## src/rtl/bpm_enc_pkg.sv

```systemverilog
package bpm_enc_pkg;
  // Number of bit cells per basic period and half-cells per cell.
  localparam int unsigned SLOT_COUNT  = 2;
  localparam int unsigned HALF_PER_SLOT = 2;
  localparam int unsigned PHASE_COUNT = SLOT_COUNT * HALF_PER_SLOT;
  localparam int unsigned PHASE_W     = $clog2(PHASE_COUNT);

  // Captured bit pair: slot 0 (trigger) in the low bit.
  typedef struct packed {
    logic cmd;
    logic trig;
  } slot_pair_t;
endpackage

```

## src/rtl/bpm_phase_gen.sv

```systemverilog
module bpm_phase_gen #(
  parameter int unsigned PHASES = 4,
  localparam int unsigned PW = $clog2(PHASES)
) (
  input  logic          clk,
  input  logic          rst,
  output logic [PW-1:0] phase,
  output logic          capture_en,
  output logic          period_stb
);
  localparam logic [PW-1:0] LAST = PW'(PHASES - 1);

  logic [PW-1:0] cnt_q;
  logic          stb_q;

  always_ff @(posedge clk) begin
    if (rst) begin
      cnt_q <= '0;
      stb_q <= 1'b0;
    end else begin
      cnt_q <= (cnt_q == LAST) ? '0 : cnt_q + PW'(1);
      stb_q <= (cnt_q == LAST);
    end
  end

  assign phase      = cnt_q;
  assign capture_en = (cnt_q == LAST);
  assign period_stb = stb_q;

  // strobe never lasts two cycles
  a_r2_strobe_single: assert property (@(posedge clk) disable iff (rst)
    period_stb |=> !period_stb);
  // strobe only in half-cell 0
  a_r2_strobe_phase: assert property (@(posedge clk) disable iff (rst)
    period_stb |-> (phase == '0));
endmodule

```

## src/rtl/bpm_slot_sampler.sv

```systemverilog
module bpm_slot_sampler #(
  parameter int unsigned SLOTS = 2
) (
  input  logic             clk,
  input  logic             rst,
  input  logic             capture_en,
  input  logic [SLOTS-1:0] slot_in,
  output logic [SLOTS-1:0] slot_held
);
  logic [SLOTS-1:0] held_q;

  always_ff @(posedge clk) begin
    if (rst)             held_q <= '0;
    else if (capture_en) held_q <= slot_in;
  end

  assign slot_held = held_q;

  // held bits only move at the capture edge
  a_r5_hold_between_captures: assert property (@(posedge clk) disable iff (rst)
    !capture_en |=> $stable(slot_held));
endmodule

```

## src/rtl/bpm_line_coder.sv

```systemverilog
module bpm_line_coder #(
  parameter int unsigned SLOTS = 2,
  localparam int unsigned PHASES = SLOTS * 2,
  localparam int unsigned PW = $clog2(PHASES)
) (
  input  logic             clk,
  input  logic             rst,
  input  logic [PW-1:0]    phase,
  input  logic [SLOTS-1:0] slot_bits,
  output logic             line
);
  localparam logic [PW-1:0] LAST = PW'(PHASES - 1);

  logic [PW-1:0] next_ph;
  logic          flip;
  logic          line_q;

  // Decide on the half-cell being entered at the coming edge.
  always_comb begin
    next_ph = (phase == LAST) ? '0 : phase + PW'(1);
    if (next_ph[0] == 1'b0) flip = 1'b1;                       // cell start
    else                    flip = slot_bits[next_ph[PW-1:1]]; // mid-cell
  end

  always_ff @(posedge clk) begin
    if (rst) line_q <= 1'b0;
    else     line_q <= line_q ^ flip;
  end

  assign line = line_q;

  // every entry into a cell-start half-cell changes the level
  a_r3_cell_start_toggle: assert property (@(posedge clk) disable iff (rst)
    (phase[0] == 1'b1) |=> (line != $past(line)));
  // mid-cell change iff the slot's held bit is 1
  a_r4_mid_cell_data: assert property (@(posedge clk) disable iff (rst)
    (phase[0] == 1'b0) |=> ((line ^ $past(line)) == $past(slot_bits[phase[PW-1:1]])));
endmodule

```

## src/rtl/tdm_bpm_encoder.sv

```systemverilog
module tdm_bpm_encoder
  import bpm_enc_pkg::*;
(
  input  logic clk_4x,
  input  logic rst,
  input  logic ch_trig,
  input  logic ch_cmd,
  output logic line_out,
  output logic period_stb
);
  logic [PHASE_W-1:0] phase;
  logic               capture_en;
  slot_pair_t         pair_in;
  slot_pair_t         pair_held;

  assign pair_in.trig = ch_trig;
  assign pair_in.cmd  = ch_cmd;

  bpm_phase_gen #(.PHASES(PHASE_COUNT)) u_phase (
    .clk        (clk_4x),
    .rst        (rst),
    .phase      (phase),
    .capture_en (capture_en),
    .period_stb (period_stb)
  );

  bpm_slot_sampler #(.SLOTS(SLOT_COUNT)) u_sampler (
    .clk        (clk_4x),
    .rst        (rst),
    .capture_en (capture_en),
    .slot_in    (pair_in),
    .slot_held  (pair_held)
  );

  bpm_line_coder #(.SLOTS(SLOT_COUNT)) u_coder (
    .clk       (clk_4x),
    .rst       (rst),
    .phase     (phase),
    .slot_bits (pair_held),
    .line      (line_out)
  );

  // outputs quiet during reset (checked from the second reset cycle on)
  a_r1_reset_quiet: assert property (@(posedge clk_4x)
    $past(rst) |-> (!line_out && !period_stb));
  // the trigger cell starts on the same edge as the strobe
  a_r6_capture_alignment: assert property (@(posedge clk_4x) disable iff (rst)
    $rose(period_stb) |-> (line_out != $past(line_out)));
endmodule

```

## config.mk

```make
export PLATFORM = sky130hd
export DESIGN_NAME = tdm_bpm_encoder
export DESIGN_NICKNAME = d
export VERILOG_FILES = /design/src/rtl/bpm_enc_pkg.sv /design/src/rtl/bpm_phase_gen.sv /design/src/rtl/bpm_slot_sampler.sv /design/src/rtl/bpm_line_coder.sv /design/src/rtl/tdm_bpm_encoder.sv
export SDC_FILE = /design/constraint.sdc
export NUM_CORES = 1
export LEC_CHECK = 0
export ABC_AREA = 0
export BUFFER_PORTS_ARGS = -buffer_cell sky130_fd_sc_hd__buf_2
export CAP_MARGIN = 20
export CORE_AREA = 2 2 39 41
export DETAILED_ROUTE_END_ITERATION = 12
export DIE_AREA = 0 0 41 43
export HOLD_SLACK_MARGIN = 0.1
export PLACE_DENSITY = 0.33
export SYNTH_ARGS = -nofsm -noshare
export SYNTH_HDL_FRONTEND = slang
export SYNTH_HIERARCHICAL = 1
export SYNTH_SLANG_ARGS = --single-unit
```

## constraint.sdc

```tcl
create_clock -name clk_4x -period 2.22 [get_ports clk_4x]
set_input_delay 0.333 -clock clk_4x [delete_from_list [all_inputs] [get_ports clk_4x]]
set_output_delay 0.333 -clock clk_4x [all_outputs]
set_load 0.02 [all_outputs]
```

After elaboration in Yosys (flattened, before gate mapping):

Cells that the tools add are included.

* $lt $le $gt $ge: 1
* eq/ne operators: 1
* multiplexer cells: 4
* bitwise operators: 1
* add/subtract/negate cells: 1

Operators with widths (count)
* 1-bit 2-to-1 mux: 3
* 2-bit by 1-bit adder with 2-bit output (second input constant): 1
* 2-bit equality test (second input constant): 1
* 1-bit by 2-bit less-than comparator with 1-bit output (second input constant): 1
* 2-bit 2-to-1 mux: 1
* 1-bit XOR: 1

* output and inout bits: 2
* bits of input ports: 4
* register bits after elaboration: 6

Depth between registers and ports, before layout:

Gate-level depths: netlist (run 1).

* depth in word-level cells: 6
* gate-level depth with buffers: 4
* mapped depth without buffers: 4

By module:

Netlist (run 1), hierarchy kept.

By module, submodules not included
* bpm_phase_gen: times used 1, area each 103.8 um^2, cells each 7
* bpm_line_coder: times used 1, area each 72.6 um^2, cells each 8
* bpm_slot_sampler: times used 1, area each 67.6 um^2, cells each 6

Worst setup path before layout (run 1):

OpenSTA, ideal clock, no wires.

* path kind: reg-to-reg
* start: register u_phase.cnt_q[0] (netlist: u_phase/phase[0])
* end: register u_coder.line_q (netlist: u_coder/line)
* arrival time: 1.032 ns
* stages on the path, launching flop included: 5
* path buffers: 0
* slack: 1.070 ns
* period minus slack after synthesis: 1.150 ns
* library setup time: 0.118 ns
* path through: dfxtp_1 > ha_1 > mux2i_1 > nand3_1 > nor3b_2

* longest elaborated chain between the ends: 6
* elaborated cells on any way between the ends: 7
* classes of those cells: 1 x add/sub; 1 x eq/ne; 4 x mux; 1 x bitwise

Ends and longest elaborated chain
* from (decl): line bpm_phase_gen.sv:13 `logic [PW-1:0] cnt_q;`
* from (signal assigned): line bpm_phase_gen.sv:21 `cnt_q <= (cnt_q == LAST) ? '0 : cnt_q + PW'(1);`
* 2-bit by 1-bit adder with 2-bit output / 2-bit equality test (equally long branches): line bpm_line_coder.sv:20 `next_ph = (phase == LAST) ? '0 : phase + PW'(1);`
* 2-bit 2-to-1 mux (*)
* 1-bit 2-to-1 mux (implied by the code) (2 in series): line bpm_line_coder.sv:22 `else flip = slot_bits[next_ph[PW-1:1]];`
* 1-bit 2-to-1 mux (*): line bpm_line_coder.sv:21 `if (next_ph[0] == 1'b0) flip = 1'b1;`
* 1-bit XOR (*): line bpm_line_coder.sv:27 `else line_q <= line_q ^ flip;`
* to (signal assigned): line bpm_line_coder.sv:27
* to (decl): line bpm_line_coder.sv:16 `logic line_q;`

Every way passes the cells marked *; elsewhere a longest branch is shown, timed or not. The select of a mux whose other input is x is not followed.
A chain may end at the register's enable or synchronous reset.

Worst setup path in the final report (run 1):

Ends and elaborated chain as after synthesis.

==> results_dict.tcl, run 1 <==
set metrics [dict create \
    drive_gt1_share_pct 41.4 \
    fin_worst_skew_ps 1.51 \
    syn_area_um2 244 \
    layout_min_cycle_time_ps 1230 \
    die_area_mm2 0.00176 \
    start_util_pct 17.6 \
    drtPass1Iterations 1 \
    syn_inst 21 \
    postCtsSetupRepairBufs 0 \
    timing.rr.end "u_coder/line$_SDFF_PP0_" \
    holdPathStages 3 \
    end_kind "flip-flop" \
    grt_max_degree 7 \
    gp_congestion 0.601 \
    ys_seq_area_share_pct 49.2 \
    timing.fmax_mhz 810 \
    r2r_slack_ps 990 \
    setup_viol 0 \
    die_h_um 43 \
    crit_fanout 4 \
    synth_fa_ha_area_share_pct 10.3 \
    port_buffers 5 \
    path_buf_inv 0 \
    hold_path_end "u_sampler/slot_held[0]$_SDFFE_PP0P_" \
    synth_area_leader_cell "dfxtp_1" \
    clkTransAtPathRegs_ps 40 \
    crit_chain "ha_1 > mux2i_1 > nand3_1 > nor3b_2" \
    worstRegToRegCells 4 \
    yosys-top-cells-area "dfxtp_1 (49%), mux2i_1 (12%), ha_1 (10%)" \
    power.density_mw_per_mm2 839 \
    leakage_uw 0.000137 \
    cts-resized-gates 0 \
    max_slew_margin_pct 85.5 \
    worstMarginPinSlew_ps 212 \
    crit_type "flip-flop to flip-flop" \
    synth_edf_count 0 \
    dp_hpwl_um 281 \
    antenna_found_initial 0 \
    final.setup.tns_ps 0 \
    die_x_um 41 \
    ys.flop_type "dfxtp_1" \
    dr_wl_met2_um 177 \
    coreArea_mm2 0.00138 \
    cts_buffers 3 \
    first_iter_violations 0 \
    p_total_uw 261 \
    cap_violations 0 \
    cts_tree "done" \
    arrival_ps 1360 \
    synth_fp_nets 27 \
    avgSynthCellArea_um2 11.6 \
    ir_drop_v 0.000224 \
    grt.overflow.total 0 \
    antennaDiodeCount 0 \
    area_delta_synth_final_pct 27.7 \
    htree_levels 1 \
    track_usage_pct 7.45 \
    drc 0 \
    ant_nets 0 \
    critical-path-max-stage-delay_ps 340 \
    hp-start "ch_trig" \
    wl_um 361 \
    ys_warn_count 6 \
    io_pins 6 \
    startpoint_type "flip-flop" \
    status "complete, no violations" \
    ys_types 10 \
    grt_pass1_wl_um 731 \
    grt_pass1_vias 193 \
    worstReg2RegStart "u_phase/phase[0]$_SDFF_PP0_" \
    final_max_slew_viol_count 0 \
    max-clock-path-buffers 2 \
    synth_compound_area_share_pct 2.05 \
    synthMuxAreaShare_pct 12.3 \
    root_buffer "clkbuf_4" \
    crit_slowest_cell "dfxtp_1" \
    wl_met3_um 25 \
    hold_viol 0 \
    synth_top_area_share_pct 49.2 \
    synth_common_cells "dfxtp_1 (6), mux2i_1 (3), nor2_1 (3)" \
    row_count 14 \
    hold_class "primary input to flip-flop" \
    rsz0062_at_grt "no" \
    async_flop_share_pct 0 \
    synth_top_family_by_area "simple AND/OR/NAND/NOR gates" \
    wl_per_cell_um 8.02 \
    ys_ff_latch 6 \
    required_ps 2340 \
    clk_latency_ps 240 \
    wl_met1_um 150 \
    cp_top_family "flip-flops" \
    synthSimpleGateAreaFrac_pct 24.6 \
    holdWs_ps 337 \
    period_share_pct 55.6 \
    nNetsFinal 37 \
    synth_xor_area_share_pct 0 \
    routed_via_density 3.64 \
    vias 164 \
    holdBufCountCts 0 \
    yosys.cell_count.top_type "dfxtp_1" \
    clock_sinks 6 \
    top_layer_used "met4" \
]
## worst max-delay path by stage
stage	to	startpoint	slack, ps	cells after the start
2_1_floorplan	u_coder/line$_SDFF_PP0_	u_phase/phase[0]$_SDFF_PP0_	1070	4
3_3_place_gp	u_coder/line$_SDFF_PP0_	u_phase/phase[0]$_SDFF_PP0_	1010	4
3_5_place_dp	u_coder/line$_SDFF_PP0_	u_phase/phase[0]$_SDFF_PP0_	1000	4
5_1_grt	u_coder/line$_SDFF_PP0_	u_phase/phase[0]$_SDFF_PP0_	930	4
4_1_cts	u_coder/line$_SDFF_PP0_	u_phase/phase[0]$_SDFF_PP0_	990	4
6_report	u_coder/line$_SDFF_PP0_	u_phase/phase[0]$_SDFF_PP0_	990	4
## through the flow
stage                     std cells  setup slack, ps  util, %  area [um2]
after floorplan                  21             1070        -         244
after global placement           42             1010     20.9         289
after detailed placement         42              999     20.9         289
after CTS                        45              985     22.5         312
after global routing             45              929     22.5         312
final                            45              985     22.5         312
## worst reg2reg max path, stage by stage, from the launching register on
cell     delay [ps]
dfxtp_1         340
ha_1            300
mux2i_1         250
nand3_1          90
nor3b_2         150
## report_power, final
| part | switching, uW | internal, uW |
|---|---|---|
| Combinational | 20.0 | 21.5 |
| Sequential | 5.66 | 118 |
| Clock | 35.4 | 60.9 |
## kinds of logic (layout without fill, tap and decap cells)
logic type,after synthesis,count (layout)
AOI/OAI and AO/OA,1,1
and+or+nand+nor,8,8
adders and majority gates,2,2
DFF,6,6
muxes,3,3
buffers and inverters,1,9
## cell type report
cell class | instances | area (um2)
Clock buffer | 3 | 22.5
Fill cell | 143 | 1070
Inverter | 1 | 3.75
Multi-Input combinational cell | 14 | 120
Sequential cell | 6 | 120
Tap cell | 16 | 20.0
Timing Repair Buffer | 5 | 25.0
## registers in the layout, summed over array words and instances, names as in the netlist
| signal | count |
|---|---|
| u_phase/phase | 2 |
| u_sampler/slot_held | 2 |
| u_coder/line | 1 |
| u_phase/period_stb | 1 |
## metal layers
metal	vias to the layer above	track usage [%]
met5	-	0
met4	0	12.0
met3	2	4.71
met2	3	8.44
met1	70	6.49
li1	89	-
## placed cells by master, fill, tap and decap left out
cell type	netlist	routed
buf_2	0	5
nand3_1	1	1
a21oi_1	1	1
nor2b_2	1	1
nor3b_2	2	2
inv_1	1	1
nor3_2	1	1
ha_1	2	2
clkbuf_4	0	3
mux2i_1	3	3
dfxtp_1	6	6
nor2_1	3	3
(Power assumes the default switching activity.)
==> run 2: changes to the inputs <==
--- a/config.mk
+++ b/config.mk
@@ -5,14 +5,14 @@
 export SDC_FILE = /design/constraint.sdc
 export NUM_CORES = 1
 export LEC_CHECK = 0
-export ABC_AREA = 0
+export ABC_AREA = 1
 export BUFFER_PORTS_ARGS = -buffer_cell sky130_fd_sc_hd__buf_2
 export CAP_MARGIN = 20
 export CORE_AREA = 2 2 39 41
 export DETAILED_ROUTE_END_ITERATION = 12
 export DIE_AREA = 0 0 41 43
 export HOLD_SLACK_MARGIN = 0.1
-export PLACE_DENSITY = 0.33
+export PLACE_DENSITY = 0.36
 export SYNTH_ARGS = -nofsm -noshare
 export SYNTH_HDL_FRONTEND = slang
 export SYNTH_HIERARCHICAL = 1
==> constraint.sdc (replaced) <==
create_clock -name clk_4x -period 1.1 [get_ports clk_4x]
set_input_delay 0.165 -clock clk_4x [delete_from_list [all_inputs] [get_ports clk_4x]]
set_output_delay 0.165 -clock clk_4x [all_outputs]
set_load 0.02 [all_outputs]
==> results_dict.tcl, run 2 <==
set metrics [dict create \
    ys_seq_area_share_pct 45.5 \
    cts_tree "done" \
    layout_min_cycle_time_ps 986 \
    hp-start "rst" \
    setup_viol 0 \
    worstMarginPinSlew_ps 219 \
    final.setup.tns_ps 0 \
    synth_top_area_share_pct 45.5 \
    power.density_mw_per_mm2 1610 \
    start_util_pct 19.1 \
    crit_chain "ha_4 > inv_1 > nand2_1 > nand3_1 > nand2_1 > inv_1 > nor2_1" \
    port_buffers 5 \
    leakage_uw 0.000191 \
    rsz0062_at_grt "no" \
    drive_gt1_share_pct 26.1 \
    worstReg2RegStart "u_phase/phase[0]$_SDFF_PP0_" \
    ys_types 9 \
    yosys-top-cells-area "dfxtp_1 (45%), inv_1 (13%), nand2_1 (13%)" \
    avgSynthCellArea_um2 6.95 \
    htree_levels 1 \
    clkTransAtPathRegs_ps 40 \
    synth_area_leader_cell "dfxtp_1" \
    clk_latency_ps 240 \
    fin_util_pct 25.0 \
    routed_via_density 3.50 \
    ys_ff_latch 6 \
    ys.flop_type "dfxtp_1" \
    cts_buffers 3 \
    cp_top_family "flip-flops" \
    coreArea_mm2 0.00138 \
    path_buf_inv 2 \
    die_h_um 43 \
    crit_fanout 4 \
    die_x_um 41 \
    hold_viol 0 \
    hold_path_end "u_phase/period_stb$_SDFF_PP0_" \
    startpoint_type "flip-flop" \
    timing.rr.end "u_coder/line$_SDFF_PP0_" \
    synth_fp_nets 44 \
    gp_congestion 0.593 \
    end_kind "flip-flop" \
    area_delta_synth_final_pct 30.8 \
    holdBufCountCts 0 \
    die_area_mm2 0.00176 \
    vias 217 \
    grt_max_degree 6 \
    max_slew_margin_pct 85.4 \
    row_count 14 \
    first_iter_violations 3 \
    ir_drop_v 0.000442 \
    ant_nets 0 \
    drtPass1Iterations 2 \
    nNetsFinal 54 \
    holdPathStages 2 \
    r2r_slack_ps 110 \
    syn_area_um2 264 \
    timing.fmax_mhz 1010 \
    grt.overflow.total 0 \
    dp_hpwl_um 324 \
    io_pins 6 \
    syn_inst 38 \
    max-clock-path-buffers 2 \
    worstRegToRegCells 7 \
    track_usage_pct 6.34 \
    grt_pass1_vias 186 \
    critical-path-max-stage-delay_ps 340 \
    antennaDiodeCount 0 \
    postCtsSetupRepairBufs 0 \
    synth_common_cells "inv_1 (9), nand2_1 (9), nor2_1 (8)" \
    arrival_ps 1160 \
    drc 0 \
    async_flop_share_pct 0 \
    status "complete, no violations" \
    ys_warn_count 6 \
    synth_edf_count 0 \
    layout_common_cells "inv_1 (9), nand2_1 (9), nor2_1 (8)" \
    crit_slowest_cell "dfxtp_2" \
    root_buffer "clkbuf_4" \
    hold_class "primary input to flip-flop" \
    grt_pass1_wl_um 690 \
    final_max_slew_viol_count 0 \
    crit_type "flip-flop to flip-flop" \
    cap_violations 0 \
    required_ps 1280 \
    wl_per_cell_um 6.61 \
    fin_worst_skew_ps 0.991 \
    period_share_pct 89.6 \
    clock_sinks 6 \
    wl_um 410 \
    antenna_found_initial 0 \
    holdWs_ps 126 \
]
[run 2: how the worst max path moves through the flow]
stage                                            from                      end  slack, ps  cells after the start
after CTS                 u_phase/phase[0]$_SDFF_PP0_  u_coder/line$_SDFF_PP0_         40                      7
after floorplan           u_phase/phase[0]$_SDFF_PP0_  u_coder/line$_SDFF_PP0_         90                      7
after detailed placement  u_phase/phase[0]$_SDFF_PP0_  u_coder/line$_SDFF_PP0_         50                      7
after global routing      u_phase/phase[0]$_SDFF_PP0_  u_coder/line$_SDFF_PP0_         40                      7
final                     u_phase/phase[0]$_SDFF_PP0_  u_coder/line$_SDFF_PP0_        110                      7
after global placement    u_phase/phase[0]$_SDFF_PP0_  u_coder/line$_SDFF_PP0_         40                      7
[run 2: power breakdown]
part / switching [uW] / leakage [uW] / internal (uW)
sequential: 18.4 / 0.0000495 / 242
clock: 72.9 / 0.0000138 / 123
combinational: 53.9 / 0.000128 / 45.5
total: 145 / 0.000191 / 410
[run 2: metal layers]
| metal | GRT usage, % | routed length [um] | share of wire (%) |
|---|---|---|---|
| met1 | 8.41 | 214 | 52 |
| met2 | 6.88 | 174 | 42 |
| met3 | 1.57 | 21 | 5.1 |
| met4 | 8.00 | 0 | 0 |
| met5 | 0 | 0 | 0 |
[run 2: cell type report]
type,instances,area [um2]
Multi-Input combinational cell,22,119
Inverter,10,37.5
Fill cell,157,1040
Clock buffer,3,22.5
Timing Repair Buffer,5,25.0
Tap cell,16,20.0
Sequential cell,6,121
[run 2: cells by family (layout without fill, tap and decap cells)]
group	count (synthesis)	after routing	synth area share, %
simple gates	20	20	30.8
buf+inv	10	18	14.2
flops	6	6	45.5
fa+ha+maj	2	2	9.48
[run 2: repair_timing]
| item | 4_1_cts | 5_1_grt |
|---|---|---|
| gates resized for setup | 0 | 2 |
| hold endpoints to repair | 0 | 0 |
| endpoints found under the setup margin | 0 | 1 |
[run 2: stage by stage]
stage          setup slack [ps]  total power [uW]  cells  area [um2]
6_report                    114               555     62         345
5_1_grt                    35.9               598     62         345
3_5_place_dp               49.7               356     59         309
4_1_cts                    42.3               564     62         332
2_1_floorplan              87.6               329     38         264
3_3_place_gp               40.3               357     59         309
